==> src/rtl/dbgmbx_pkg.sv <==
package dbgmbx_pkg;
  localparam int unsigned MBX_DATA_W = 32;
  localparam int unsigned MBX_ADDR_W = 12;

  // debugger-side map
  localparam int unsigned DBG_TX_DATA = 'h020;
  localparam int unsigned DBG_TX_STAT = 'h024;
  localparam int unsigned DBG_RX_DATA = 'h028;
  localparam int unsigned DBG_RX_STAT = 'h02C;

  // CPU-side map
  localparam int unsigned CPU_RX_DATA = 'h400;
  localparam int unsigned CPU_RX_STAT = 'h404;
  localparam int unsigned CPU_TX_DATA = 'h480;
  localparam int unsigned CPU_TX_STAT = 'h484;
endpackage

==> src/rtl/mbx_channel.sv <==
module mbx_channel #(
  parameter int unsigned DATA_W = 32
) (
  input  logic              clk,
  input  logic              rst_n,
  input  logic              put,
  input  logic [DATA_W-1:0] put_word,
  input  logic              take,
  output logic [DATA_W-1:0] word_q,
  output logic              full_q
);
  always_ff @(posedge clk or negedge rst_n) begin
    if (!rst_n) begin
      word_q <= '0;
      full_q <= 1'b0;
    end else begin
      if (put) word_q <= put_word;
      if (put)       full_q <= 1'b1;   // writer wins over a same-cycle take
      else if (take) full_q <= 1'b0;
    end
  end

  // a put always leaves the word captured and the flag set
  a_r2_put_sets: assert property (@(posedge clk) disable iff (!rst_n)
    put |=> (full_q && word_q == $past(put_word)));

  // a collision of put and take keeps the flag set
  a_r8_put_beats_take: assert property (@(posedge clk) disable iff (!rst_n)
    (put && take) |=> full_q);

  // a take without a put empties the channel
  a_r4_take_clears: assert property (@(posedge clk) disable iff (!rst_n)
    (take && !put) |=> !full_q);

  // with no event, the state holds
  a_r6_idle_holds: assert property (@(posedge clk) disable iff (!rst_n)
    (!take && !put) |=> ($stable(full_q) && $stable(word_q)));
endmodule

==> src/rtl/mbx_port.sv <==
module mbx_port #(
  parameter int unsigned ADDR_W  = 12,
  parameter int unsigned DATA_W  = 32,
  parameter int unsigned A_TXD   = 0,
  parameter int unsigned A_TXS   = 4,
  parameter int unsigned A_RXD   = 8,
  parameter int unsigned A_RXS   = 12
) (
  input  logic [ADDR_W-1:0] addr,
  input  logic              we,
  input  logic              re,
  input  logic [DATA_W-1:0] tx_word,
  input  logic              tx_full,
  input  logic [DATA_W-1:0] rx_word,
  input  logic              rx_full,
  output logic              tx_put,
  output logic              rx_take,
  output logic [DATA_W-1:0] rdata
);
  localparam logic [ADDR_W-1:0] TXD = ADDR_W'(A_TXD);
  localparam logic [ADDR_W-1:0] TXS = ADDR_W'(A_TXS);
  localparam logic [ADDR_W-1:0] RXD = ADDR_W'(A_RXD);
  localparam logic [ADDR_W-1:0] RXS = ADDR_W'(A_RXS);

  logic hit_txd, hit_txs, hit_rxd, hit_rxs;

  always_comb begin
    hit_txd = (addr == TXD);
    hit_txs = (addr == TXS);
    hit_rxd = (addr == RXD);
    hit_rxs = (addr == RXS);
    tx_put  = we && hit_txd;
    rx_take = re && hit_rxd;
    rdata   = '0;
    if (hit_txd) rdata = tx_word;
    if (hit_rxd) rdata = rx_word;
    if (hit_txs) rdata = {{(DATA_W-1){1'b0}}, tx_full};
    if (hit_rxs) rdata = {{(DATA_W-1){1'b0}}, rx_full};
  end

  // status reads carry nothing above bit 0
  always_comb begin
    if (hit_txs || hit_rxs)
      a_r10_status_upper_zero: assert (rdata[DATA_W-1:1] == '0);
  end
endmodule

==> src/rtl/dbg_cpu_mailbox.sv <==
module dbg_cpu_mailbox
  import dbgmbx_pkg::*;
#(
  parameter int unsigned ADDR_W = MBX_ADDR_W,
  parameter int unsigned DATA_W = MBX_DATA_W
) (
  input  logic              clk,
  input  logic              rst_n,
  input  logic [ADDR_W-1:0] dbg_addr,
  input  logic              dbg_we,
  input  logic              dbg_re,
  input  logic [DATA_W-1:0] dbg_wdata,
  output logic [DATA_W-1:0] dbg_rdata,
  input  logic [ADDR_W-1:0] cpu_addr,
  input  logic              cpu_we,
  input  logic              cpu_re,
  input  logic [DATA_W-1:0] cpu_wdata,
  output logic [DATA_W-1:0] cpu_rdata
);
  localparam int unsigned NCH = 2;   // 0: debug->CPU, 1: CPU->debug

  logic [DATA_W-1:0] ch_word [NCH];
  logic              ch_full [NCH];
  logic              ch_put  [NCH];
  logic              ch_take [NCH];
  logic [DATA_W-1:0] ch_in   [NCH];

  logic dbg_put, dbg_take, cpu_put, cpu_take;

  mbx_port #(
    .ADDR_W(ADDR_W), .DATA_W(DATA_W),
    .A_TXD(DBG_TX_DATA), .A_TXS(DBG_TX_STAT),
    .A_RXD(DBG_RX_DATA), .A_RXS(DBG_RX_STAT)
  ) u_dbg_port (
    .addr(dbg_addr), .we(dbg_we), .re(dbg_re),
    .tx_word(ch_word[0]), .tx_full(ch_full[0]),
    .rx_word(ch_word[1]), .rx_full(ch_full[1]),
    .tx_put(dbg_put), .rx_take(dbg_take), .rdata(dbg_rdata)
  );

  mbx_port #(
    .ADDR_W(ADDR_W), .DATA_W(DATA_W),
    .A_TXD(CPU_TX_DATA), .A_TXS(CPU_TX_STAT),
    .A_RXD(CPU_RX_DATA), .A_RXS(CPU_RX_STAT)
  ) u_cpu_port (
    .addr(cpu_addr), .we(cpu_we), .re(cpu_re),
    .tx_word(ch_word[1]), .tx_full(ch_full[1]),
    .rx_word(ch_word[0]), .rx_full(ch_full[0]),
    .tx_put(cpu_put), .rx_take(cpu_take), .rdata(cpu_rdata)
  );

  always_comb begin
    ch_put[0]  = dbg_put;   ch_take[0] = cpu_take; ch_in[0] = dbg_wdata;
    ch_put[1]  = cpu_put;   ch_take[1] = dbg_take; ch_in[1] = cpu_wdata;
  end

  for (genvar g = 0; g < NCH; g++) begin : g_ch
    mbx_channel #(.DATA_W(DATA_W)) u_ch (
      .clk(clk), .rst_n(rst_n),
      .put(ch_put[g]), .put_word(ch_in[g]), .take(ch_take[g]),
      .word_q(ch_word[g]), .full_q(ch_full[g])
    );
  end

  // a CPU status read with no debugger data write leaves the flag alone
  a_r6_status_read_quiet: assert property (@(posedge clk) disable iff (!rst_n)
    (cpu_re && cpu_addr == ADDR_W'(CPU_RX_STAT) &&
     !(dbg_we && dbg_addr == ADDR_W'(DBG_TX_DATA)))
    |=> (ch_full[0] == $past(ch_full[0])));

  // a debugger write anywhere but its transmit data leaves that word alone
  a_r9_ro_write_ignored: assert property (@(posedge clk) disable iff (!rst_n)
    (dbg_we && dbg_addr != ADDR_W'(DBG_TX_DATA)) |=> $stable(ch_word[0]));
endmodule

==> config.mk <==
export PLATFORM = sky130hd
export DESIGN_NAME = dbg_cpu_mailbox
export DESIGN_NICKNAME = d
export VERILOG_FILES = /design/src/rtl/dbgmbx_pkg.sv /design/src/rtl/mbx_channel.sv /design/src/rtl/mbx_port.sv /design/src/rtl/dbg_cpu_mailbox.sv
export SDC_FILE = /design/constraint.sdc
export NUM_CORES = 1
export LEC_CHECK = 0
export ABC_CLOCK_PERIOD_IN_PS = 1600
export BUFFER_PORTS_ARGS = -buffer_cell sky130_fd_sc_hd__buf_4
export CAP_MARGIN = 20
export CORE_MARGIN = 2
export CORE_UTILIZATION = 40
export CTS_BUF_LIST = sky130_fd_sc_hd__clkbuf_8 sky130_fd_sc_hd__clkbuf_16
export DETAILED_ROUTE_END_ITERATION = 16
export HOLD_SLACK_MARGIN = 0.03
export PLACE_DENSITY = 0.68
export SYNTH_ARGS = -nofsm -noshare
export SYNTH_HDL_FRONTEND = slang
export SYNTH_SLANG_ARGS = --single-unit
==> constraint.sdc <==
create_clock -name clk -period 1.6 [get_ports clk]
set_clock_uncertainty 0.1 [all_clocks]
set_input_delay 0 -clock clk [delete_from_list [all_inputs] [get_ports clk]]
set_output_delay 0 -clock clk [all_outputs]
set_load 0.03 [all_outputs]
==> flow_metrics.env, run 1 <==
export IMPL_p_int_w=0.00279
export IMPL_post_synth_top_area_fraction=0.423
export IMPL_async_flop_share=1.00
export IMPL_grt_usage=0.216
export IMPL_place_congestion=0.746
export IMPL_p_switching_w=0.000784
export IMPL_grtUsageMet3=0.0359
export IMPL_endpoint_kind="output port"
export IMPL_min_from="cpu_addr[0]"
export IMPL_met2_usage=0.368
export IMPL_seqPwrFrac=0.470
export IMPL_yosys_warnings=0
export IMPL_synth_edf_count=0
export IMPL_areaGrowthSynthToFinish_pct=58.8
export IMPL_cts_buffer_depth=2
export IMPL_finalNonFillerCells=673
export IMPL_drc=0
export IMPL_num_io_pins=158
export IMPL_ys_ff_latch=66
export IMPL_nets=631
export IMPL_finalHoldViolations=0
export IMPL_synth_common_cells="dfrtp_1 (66), nor2_1 (63), mux2i_1 (62)"
export IMPL_cpPeakStageDelay_ps=480
export IMPL_synth_area_leaders="dfrtp_1 (42%), mux2_4 (22%), mux2i_1 (16%)"
export IMPL_peakVddDrop_v=0.000377
export IMPL_place_hpwl_um=7410
export IMPL_rsz0062_at_grt="yes"
export IMPL_grt_busiest_layer="met2"
export IMPL_ff2ff_setup_slack_ps=700
export IMPL_tritoncts="built"
export IMPL_yosys_area_top_type="dfrtp_1"
export IMPL_insertedDiodeCount=0
export IMPL_failed_checks="setup timing"
export IMPL_drt_initial_drc_count=22
export IMPL_die_y_um=103
export IMPL_syn_area_um2=3900
export IMPL_synth_ff_type="dfrtp_1"
export IMPL_num_rows=36
export IMPL_wl_um=11100
export IMPL_fin_crit_sh=1.02
export IMPL_first_global_vias=3483
export IMPL_setup_viol_count_final=1
export IMPL_r2r_end="g_ch[0].u_ch.word_q[28]"
export IMPL_h_tree_depth=3
export IMPL_pwr_share_clk=0.387
export IMPL_vias_per_cell=4.83
export IMPL_avgRoutedWirePerCell_um=16.6
export IMPL_min_to="g_ch[0].u_ch.full_q"
export IMPL_period_needed_ps=1630
export IMPL_hold_depth=5
export IMPL_met1_usage=0.282
export IMPL_status="finished, violations left"
export IMPL_syn_nets=392
export IMPL_die_area_um2=10600
export IMPL_root_buffer="clkbuf_8"
export IMPL_p_leak_nw=3.06
export IMPL_cp_required_ps=1500
export IMPL_synth_avg_cell_area_um2=13.1
export IMPL_slowest_stage="mux4_2"
export IMPL_fp_coreArea_um2=9640
export IMPL_criticalPathCategory="register to output port"
export IMPL_arrival_ps=1530
export IMPL_r2r_start="g_ch[0].u_ch.word_q[28]"
export IMPL_clock_latency_ps=320
export IMPL_grt_max_degree=34
export IMPL_hold_path_class="primary input to register"
export IMPL_ff2ff_path_depth=1
export IMPL_grt_pass1_wl_um=17300
export IMPL_max_freq_mhz=615
export IMPL_combPwrFrac=0.143
export IMPL_numPortBuffers=157
export IMPL_powerDensity_nw_per_um2=577
export IMPL_grt_antenna_before_repair=0
export IMPL_drt_pass1_iter_count=4
export IMPL_ys_seq_area_frac=0.423
export IMPL_start_util=0.405
export IMPL_placed_cells=587
export IMPL_power_w=0.00358
export IMPL_synth_most_common_cell="dfrtp_1"
export IMPL_synth_distinct_cells=20
export IMPL_cts_buffers=9
export IMPL_worstPathCellList="mux4_2 -> and4_1 -> buf_6"
export IMPL_drive_gt1_frac=0.491
export IMPL_cap_viol_max_count=0
export IMPL_syn_instance_count=298
export IMPL_ant_nets=0
export IMPL_slew_viol_final=0
export IMPL_die_w_um=103
export IMPL_holdWs_ps=49.1
export IMPL_clock_sinks=66
export IMPL_clk_pin_slew_worst_paths_ps=70
export IMPL_vias=3253
export IMPL_worst_slack_ps=-27.3
export IMPL_worst_pin_slew_ps=684
export IMPL_crit_fanout=3
export IMPL_overflow=0
export IMPL_slew_headroom=0.542
export IMPL_swShare=0.219
export IMPL_start_kind="register"
logic make-up after synthesis:
kind of cell | count (synthesis) | share of synthesized area
mux | 128 | 0.411
simple gates | 80 | 0.110
flops | 66 | 0.423
buf+inv | 22 | 0.0525
compound gates | 2 | 0.00384
metal layers:
metal  wire (um)  part of all wire
met1        4800              0.43
met2        5630              0.51
met3         544             0.049
met4         171             0.015
met5           0                 0
stage by stage:
step	utilization	setup TNS, ps	cell area, um^2	worst slack (ps)
finish	0.643	-27.3	6200	-27.3
detailed placement	0.548	0	5280	56.7
global route	0.643	-120	6200	-79.7
floorplan	-	0	3910	281
global placement	0.548	0	5280	79.9
CTS	0.643	-62.7	6200	-43.9
power groups by stage:
stage | logic (W) | clock network [W] | registers (W)
global placement | 0.000369 | 0 | 0.00171
CTS | 0.000514 | 0.00142 | 0.00168
global route | 0.000546 | 0.00150 | 0.00168
finish | 0.000510 | 0.00138 | 0.00168
detailed placement | 0.000370 | 0 | 0.00171
floorplan | 0.000105 | 0 | 0.00171
sequential cells by signal (all words and copies together), names as in the netlist:
| signal | cells |
|---|---|
| g_ch.u_ch.full_q | 2 |
| g_ch.u_ch.word_q | 64 |
repair_timing:
item / 4_1_cts / 5_1_grt
resized for setup: 3 / 0
gates cloned: 0 / 0
hold endpoints to repair: 132 / 0
endpoints found under the setup margin: 2 / 2
hold buffers: 72 / 0
setup buffers: 0 / 0
pin swaps: 2 / 0
layout make-up:
class,count,area (um^2)
Clock inverter,3,40.0
Sequential cell,66,1650
Tap cell,133,166
Multi-Input combinational cell,210,2050
Fill cell,800,3440
Timing Repair Buffer,250,2140
Clock buffer,11,151
worst max-delay path by stage:
stage,startpoint,endpoint,cells after the start
final,g_ch[1].u_ch.full_q,dbg_rdata[0],3
after global routing,g_ch[1].u_ch.full_q,dbg_rdata[0],3
after CTS,g_ch[1].u_ch.full_q,dbg_rdata[0],3
after detailed placement,cpu_addr[11],g_ch[1].u_ch.word_q[31],5
after global placement,cpu_addr[4],g_ch[1].u_ch.word_q[31],5
after floorplan,cpu_addr[11],g_ch[1].u_ch.word_q[10],5
layout by cell type (no fill, tap or decap):
cell,n
buf_4,170
dlygate4sd3_1,72
dfrtp_1,66
nor2_1,63
mux2i_1,62
mux2_4,58
clkbuf_8,11
mux2_2,6
buf_12,6
nor4_4,3
nand4b_1,2
mux4_2,2
nor3b_1,2
and4_2,2
and3b_1,2
nand4_1,2
a21o_1,2
clkinv_2,2
buf_6,2
nor4b_4,1
and4_4,1
nor2b_1,1
and4_1,1
bufinv_16,1
worst max-delay path, delay by kind of cell, from the launching register on:
family                 cells  cell delay [ps]
flip-flops                 1              400
multiplexers               1              480
AND/OR/NAND/NOR            1              180
buffers and inverters      1              140
(Power assumes the default switching activity.)
==> run 2: changes to the inputs <==
--- a/config.mk
+++ b/config.mk
@@ -5,6 +5,7 @@
 export SDC_FILE = /design/constraint.sdc
 export NUM_CORES = 1
 export LEC_CHECK = 0
+export ABC_AREA = 1
 export ABC_CLOCK_PERIOD_IN_PS = 1600
 export BUFFER_PORTS_ARGS = -buffer_cell sky130_fd_sc_hd__buf_4
 export CAP_MARGIN = 20
@@ -13,7 +14,7 @@
 export CTS_BUF_LIST = sky130_fd_sc_hd__clkbuf_8 sky130_fd_sc_hd__clkbuf_16
 export DETAILED_ROUTE_END_ITERATION = 16
 export HOLD_SLACK_MARGIN = 0.03
-export PLACE_DENSITY = 0.68
+export PLACE_DENSITY = 0.69
 export SYNTH_ARGS = -nofsm -noshare
 export SYNTH_HDL_FRONTEND = slang
 export SYNTH_SLANG_ARGS = --single-unit
==> run 2 against run 1 <==
The flow now finishes without violations. Final cell count grew 35%. Cell area rose by 0.87%. Non-clock buffer count up 26. Global-route usage increased by 5.5 points. Synthesized cell count rose by 81%. First-iteration DRC count rose to 15 times the previous value. Via count grew 44%. Clock-buffer cell count is 1 lower. Core utilization rose by 4.3 points. Critical path type is now primary input to output port.
==> flow_metrics.env, run 2 <==
export IMPL_hold_depth=3
export IMPL_r2r_start="g_ch[0].u_ch.full_q"
export IMPL_synth_area_leaders="dfrtp_1 (45%), nand2_1 (26%), nand3_1 (15%)"
export IMPL_yosys_warnings=0
export IMPL_syn_area_um2=3690
export IMPL_numPortBuffers=157
export IMPL_status="finished, final reports clean"
export IMPL_cts_buffers=9
export IMPL_root_buffer="clkbuf_8"
export IMPL_die_w_um=100
export IMPL_min_to="g_ch[0].u_ch.word_q[30]"
export IMPL_slew_viol_final=0
export IMPL_drc=0
export IMPL_clock_latency_ps=330
export IMPL_worst_pin_slew_ps=510
export IMPL_clock_sinks=66
export IMPL_crit_buf_inv=4
export IMPL_p_leak_nw=3.43
export IMPL_cp_required_ps=1500
export IMPL_placed_cells=793
export IMPL_design_area_um2=6250
export IMPL_drt_pass1_iter_count=5
export IMPL_fp_coreArea_um2=9110
export IMPL_ff2ff_setup_slack_ps=820
export IMPL_largestRegisters="g_ch.u_ch.word_q (64), g_ch.u_ch.full_q (2)"
export IMPL_start_util=0.405
export IMPL_grt_pass1_wl_um=21500
export IMPL_finalHoldViolations=0
export IMPL_ff2ff_path_depth=2
export IMPL_h_tree_depth=3
export IMPL_worstPathCellList="buf_4 -> nor2_2 -> nand3_1 -> inv_1 -> nand2_1 -> nor2_4 -> buf_6 -> nand2_1 -> a21oi_1 -> buf_4"
export IMPL_place_congestion=0.869
export IMPL_crit_fanout=16
export IMPL_peakVddDrop_v=0.000441
export IMPL_criticalPathCategory="primary input to output port"
export IMPL_fin_crit_sh=0.933
export IMPL_grt_usage=0.271
export IMPL_place_area_um2=5050
export IMPL_synth_avg_cell_area_um2=6.85
export IMPL_ant_nets=0
export IMPL_cts_buffer_depth=2
export IMPL_start_kind="primary input"
export IMPL_synth_ff_type="dfrtp_1"
export IMPL_synth_common_cells="nand2_1 (260), nand3_1 (108), dfrtp_1 (66)"
export IMPL_finalNonFillerCells=907
export IMPL_regMostFlops="g_ch.u_ch.word_q"
export IMPL_overflow=0
export IMPL_ys_seq_area_frac=0.448
export IMPL_cap_viol_max_count=0
export IMPL_grt_max_degree=39
export IMPL_place_hpwl_um=8740
export IMPL_setup_viol_count_final=0
export IMPL_layout_common_cells="nand2_1 (259), buf_4 (173), nand3_1 (108)"
export IMPL_r2r_end="g_ch[0].u_ch.full_q"
export IMPL_powerDensity_nw_per_um2=567
export IMPL_ys_ff_latch=66
export IMPL_rsz0062_at_grt="no"
export IMPL_crit_family="simple AND/OR/NAND/NOR gates"
export IMPL_areaGrowthSynthToFinish_pct=69.6
export IMPL_hold_path_class="primary input to register"
export IMPL_clk_pin_slew_worst_paths_ps=70
export IMPL_post_synth_top_area_fraction=0.448
export IMPL_endpoint_kind="output port"
export IMPL_drt_initial_drc_count=319
export IMPL_num_io_pins=158
export IMPL_synth_most_common_cell="nand2_1"
export IMPL_drive_gt1_frac=0.260
export IMPL_syn_nets=632
export IMPL_vias_per_cell=5.17
export IMPL_fill_cells=782
export IMPL_power_w=0.00355
export IMPL_num_rows=35
export IMPL_nets=885
export IMPL_first_global_vias=4637
export IMPL_vias=4687
export IMPL_min_from="dbg_we"
export IMPL_yosys_area_top_type="dfrtp_1"
export IMPL_async_flop_share=1.00
export IMPL_slowest_stage="a21oi_1"
export IMPL_die_area_um2=10000
export IMPL_synth_distinct_cells=21
export IMPL_cpPeakStageDelay_ps=210
export IMPL_avgRoutedWirePerCell_um=14.7
export IMPL_fin_tns_setup_ps=0
export IMPL_wl_um=13300
export IMPL_period_needed_ps=1490
export IMPL_grt_antenna_before_repair=0
export IMPL_synth_edf_count=0
export IMPL_insertedDiodeCount=0
export IMPL_arrival_ps=1390
export IMPL_fin_util=0.687
export IMPL_layout_commonest_cell="nand2_1"
export IMPL_tritoncts="built"
export IMPL_max_freq_mhz=670
export IMPL_largest_register_ffs=64
export IMPL_slew_headroom=0.660
export IMPL_syn_instance_count=538
export IMPL_die_y_um=100
-- run 2: layout make-up --
| type | count | area, um^2 | share of cell area |
|---|---|---|---|
| Clock buffer | 10 | 138 | 0.0220 |
| Clock inverter | 6 | 65.1 | 0.0104 |
| Inverter | 17 | 63.8 | 0.0102 |
| Multi-Input combinational cell | 421 | 1830 | 0.292 |
| Sequential cell | 66 | 1650 | 0.264 |
| Tap cell | 111 | 139 | 0.0222 |
| Timing Repair Buffer | 276 | 2370 | 0.379 |
-- run 2: report_power, final --
group | switching, W | internal (W) | total, W
clock network | 0.000676 | 0.000765 | 0.00144
registers | 0.00000595 | 0.00167 | 0.00168
logic | 0.000157 | 0.000271 | 0.000427
-- run 2: per-layer routing --
metal  share of wire  GRT usage
met1            0.40      0.339
met2            0.51      0.479
met3           0.069     0.0369
met4           0.024      0.101
met5               0          0
-- run 2: logic make-up after synthesis --
| logic type | Yosys count | share of synthesized area |
|---|---|---|
| compound gates | 19 | 0.0271 |
| buf+inv | 51 | 0.0631 |
| flops | 66 | 0.448 |
| simple gates | 402 | 0.462 |
-- run 2: worst reg2reg max path: stages, from the launching register on --
cell,delay [ps]
dfrtp_1,410
o21ai_0,90
nand2_1,70
-- run 2: how the worst max path moves through the flow --
| stage | end | start | cells after the start | slack (ps) |
|---|---|---|---|---|
| 6_report | cpu_rdata[19] | cpu_addr[5] | 10 | 110 |
| 5_1_grt | cpu_rdata[19] | cpu_addr[5] | 10 | 8 |
| 4_1_cts | cpu_rdata[19] | cpu_addr[5] | 10 | 90 |
| 3_5_place_dp | g_ch[1].u_ch.word_q[22] | cpu_addr[3] | 9 | 100 |
| 3_3_place_gp | g_ch[1].u_ch.word_q[15] | cpu_addr[3] | 8 | 170 |
| 2_1_floorplan | cpu_rdata[13] | cpu_addr[5] | 6 | 190 |
-- run 2: per-stage QoR --
| stage | hold slack, ps | setup slack, ps |
|---|---|---|
| detailed placement | -91.4 | 105 |
| CTS | 35.2 | 93.8 |
| global placement | -92.0 | 166 |
| finish | 46.8 | 108 |
| global route | 56.3 | 7.52 |
| floorplan | -396 | 188 |
-- run 2: repair_timing --
action	CTS	global route
hold buffers	97	0
endpoints found under the setup margin	0	32
hold endpoints to repair	132	0
gates resized for setup	0	6
buffers inserted	0	1
==> run 3: changes to the inputs <==
--- a/config.mk
+++ b/config.mk
@@ -11,7 +11,7 @@
 export CAP_MARGIN = 20
 export CORE_MARGIN = 2
 export CORE_UTILIZATION = 40
-export CTS_BUF_LIST = sky130_fd_sc_hd__clkbuf_8 sky130_fd_sc_hd__clkbuf_16
+export CTS_BUF_LIST = sky130_fd_sc_hd__clkbuf_2 sky130_fd_sc_hd__clkbuf_4 sky130_fd_sc_hd__clkbuf_8
 export DETAILED_ROUTE_END_ITERATION = 16
 export HOLD_SLACK_MARGIN = 0.03
 export PLACE_DENSITY = 0.69
==> constraint.sdc (replaced) <==
create_clock -name clk -period 1.6 [get_ports clk]
set_clock_uncertainty 0.1 [all_clocks]
set_input_delay 0 -clock clk [delete_from_list [all_inputs] [get_ports clk]]
set_output_delay 0 -clock clk [all_outputs]
set_load 0.005 [all_outputs]
==> run 3 against run 2 <==
Non-clock buffer count down 23. Wire length down 1.6%. Final cell count down 2.6%. Via count down 3.1%. Core utilization down 2.7 points. Hold slack better by 13 ps. Die area unchanged. Largest cell class unchanged.
==> flow_metrics.env, run 3 (synthesized netlist as in run 2, its figures left out) <==
export IMPL_seqPwrFrac=0.479
export IMPL_grt_antenna_before_repair=0
export IMPL_place_hpwl_um=8640
export IMPL_place_congestion=0.829
export IMPL_fin_tns_setup_ps=0
export IMPL_peakVddDrop_v=0.000498
export IMPL_setup_viol_count_final=0
export IMPL_num_io_pins=158
export IMPL_regMostFlops="g_ch.u_ch.word_q"
export IMPL_overflow=0
export IMPL_criticalPathCategory="primary input to output port"
export IMPL_first_global_vias=4465
export IMPL_grt_usage=0.268
export IMPL_tritoncts="built"
export IMPL_cap_viol_max_count=0
export IMPL_vias=4541
export IMPL_fill_cells=801
export IMPL_p_switching_w=0.000815
export IMPL_drt_initial_drc_count=329
export IMPL_drc=0
export IMPL_wl_um=13100
export IMPL_crit_fanout=16
export IMPL_start_util=0.405
export IMPL_insertedDiodeCount=0
export IMPL_root_buffer="clkbuf_8"
export IMPL_fin_crit_sh=0.923
export IMPL_fp_coreArea_um2=9110
export IMPL_crit_family="buffers and inverters"
export IMPL_period_needed_ps=1480
export IMPL_grt_pass1_wl_um=21100
export IMPL_slew_headroom=0.689
export IMPL_status="finished, final reports clean"
export IMPL_p_leak_nw=3.37
export IMPL_p_int_w=0.00270
export IMPL_rsz0062_at_grt="no"
export IMPL_drt_pass1_iter_count=5
export IMPL_areaGrowthSynthToFinish_pct=63.0
export IMPL_slowest_stage="buf_4"
export IMPL_avgRoutedWirePerCell_um=14.8
export IMPL_largest_register_ffs=64
export IMPL_power_w=0.00351
export IMPL_cts_setup_buffers=0
export IMPL_worst_slack_ps=123
export IMPL_swShare=0.232
export IMPL_drive_gt1_frac=0.264
export IMPL_die_y_um=100
export IMPL_ant_nets=0
export IMPL_crit_buf_inv=4
export IMPL_num_rows=35
export IMPL_nets=862
export IMPL_clk_pin_slew_worst_paths_ps=70
export IMPL_largestRegisters="g_ch.u_ch.word_q (64), g_ch.u_ch.full_q (2)"
export IMPL_clock_sinks=66
export IMPL_numPortBuffers=157
export IMPL_worst_pin_slew_ps=467
export IMPL_cp_required_ps=1500
export IMPL_cpPeakStageDelay_ps=270
export IMPL_slew_viol_final=0
export IMPL_vias_per_cell=5.14
export IMPL_finalHoldViolations=0
export IMPL_cts_buffers=9
export IMPL_layout_common_cells="nand2_1 (260), buf_4 (173), nand3_1 (108)"
export IMPL_die_area_um2=10000
export IMPL_start_kind="primary input"
export IMPL_clock_latency_ps=340
export IMPL_h_tree_depth=3
export IMPL_layout_commonest_cell="nand2_1"
export IMPL_design_area_um2=6010
export IMPL_arrival_ps=1380
export IMPL_path_common_cell="buf_4"
export IMPL_grt_max_degree=36
export IMPL_endpoint_kind="output port"
export IMPL_die_w_um=100
export IMPL_cts_buffer_depth=2
export IMPL_worstPathCellList="buf_4 -> nor2_2 -> nand3_1 -> inv_1 -> nand2_1 -> nor2_2 -> buf_4 -> nand2_1 -> a21oi_1 -> buf_4"
export IMPL_pwr_share_clk=0.398
export IMPL_combPwrFrac=0.124
export IMPL_max_freq_mhz=677
export IMPL_powerDensity_nw_per_um2=584
export IMPL_place_area_um2=5060
export IMPL_hold_path_class="primary input to register"
export IMPL_dp_slack_ps=150
run 3: power groups by stage:
| stage | Combinational, W | Sequential [W] | Clock [W] |
|---|---|---|---|
| 2_1_floorplan | 0.0000509 | 0.00171 | 0 |
| 3_3_place_gp | 0.000295 | 0.00171 | 0 |
| 3_5_place_dp | 0.000297 | 0.00171 | 0 |
| 4_1_cts | 0.000432 | 0.00168 | 0.00142 |
| 5_1_grt | 0.000466 | 0.00168 | 0.00148 |
| 6_report | 0.000434 | 0.00168 | 0.00140 |
run 3: per-layer routing:
metal / part of all wire / routed length, um / track usage
met1: 0.40 / 5310 / 0.340
met2: 0.49 / 6420 / 0.463
met3: 0.081 / 1060 / 0.0355
met4: 0.024 / 318 / 0.112
met5: 0 / 0 / 0
run 3: final timing paths:
path / start / end / slack (ps) / cells after the start
worst min register to register: g_ch[0].u_ch.word_q[30] / g_ch[0].u_ch.word_q[30] / 380 / 2
worst max register to register: g_ch[1].u_ch.full_q / g_ch[1].u_ch.full_q / 290 / 3
min in group asynchronous: rst_n / g_ch[1].u_ch.word_q[29] / 80 / 2
worst max-delay path: cpu_addr[5] / cpu_rdata[18] / 120 / 10
worst min-delay path: cpu_we / g_ch[1].u_ch.word_q[21] / 60 / 5
max in group asynchronous: rst_n / g_ch[1].u_ch.word_q[7] / 770 / 3
run 3: repair_timing:
item                       in CTS  in global routing
hold buffers                   75                  0
resized for setup               0                  1
hold endpoints to repair      132                  0
setup endpoints to repair       0                  7
run 3: area by class of cell:
cell class              count  area [um^2]  share of cell area
multi-input cells         421         1810               0.302
inverters                  17         63.8              0.0106
repair buffers            253         2150               0.358
flip-flops and latches     66         1650               0.275
clock inverters             5         55.1             0.00916
well taps                 111          139              0.0231
clock buffers              10          138              0.0229
run 3: through the flow:
step / std cells / hold slack, ps / util
detailed placement: 793 / -116 / 0.556
finish: 883 / 60.1 / 0.660
floorplan: 538 / -396 / -
global route: 883 / 84.2 / 0.660
CTS: 883 / 43.0 / 0.659
global placement: 793 / -115 / 0.556
run 3: worst register-to-register path, cell delays in order (launching register included):
cell           delay [ps]
dfrtp_1               410
nand2_1                80
nand2_1                40
dlygate4sd3_1         560
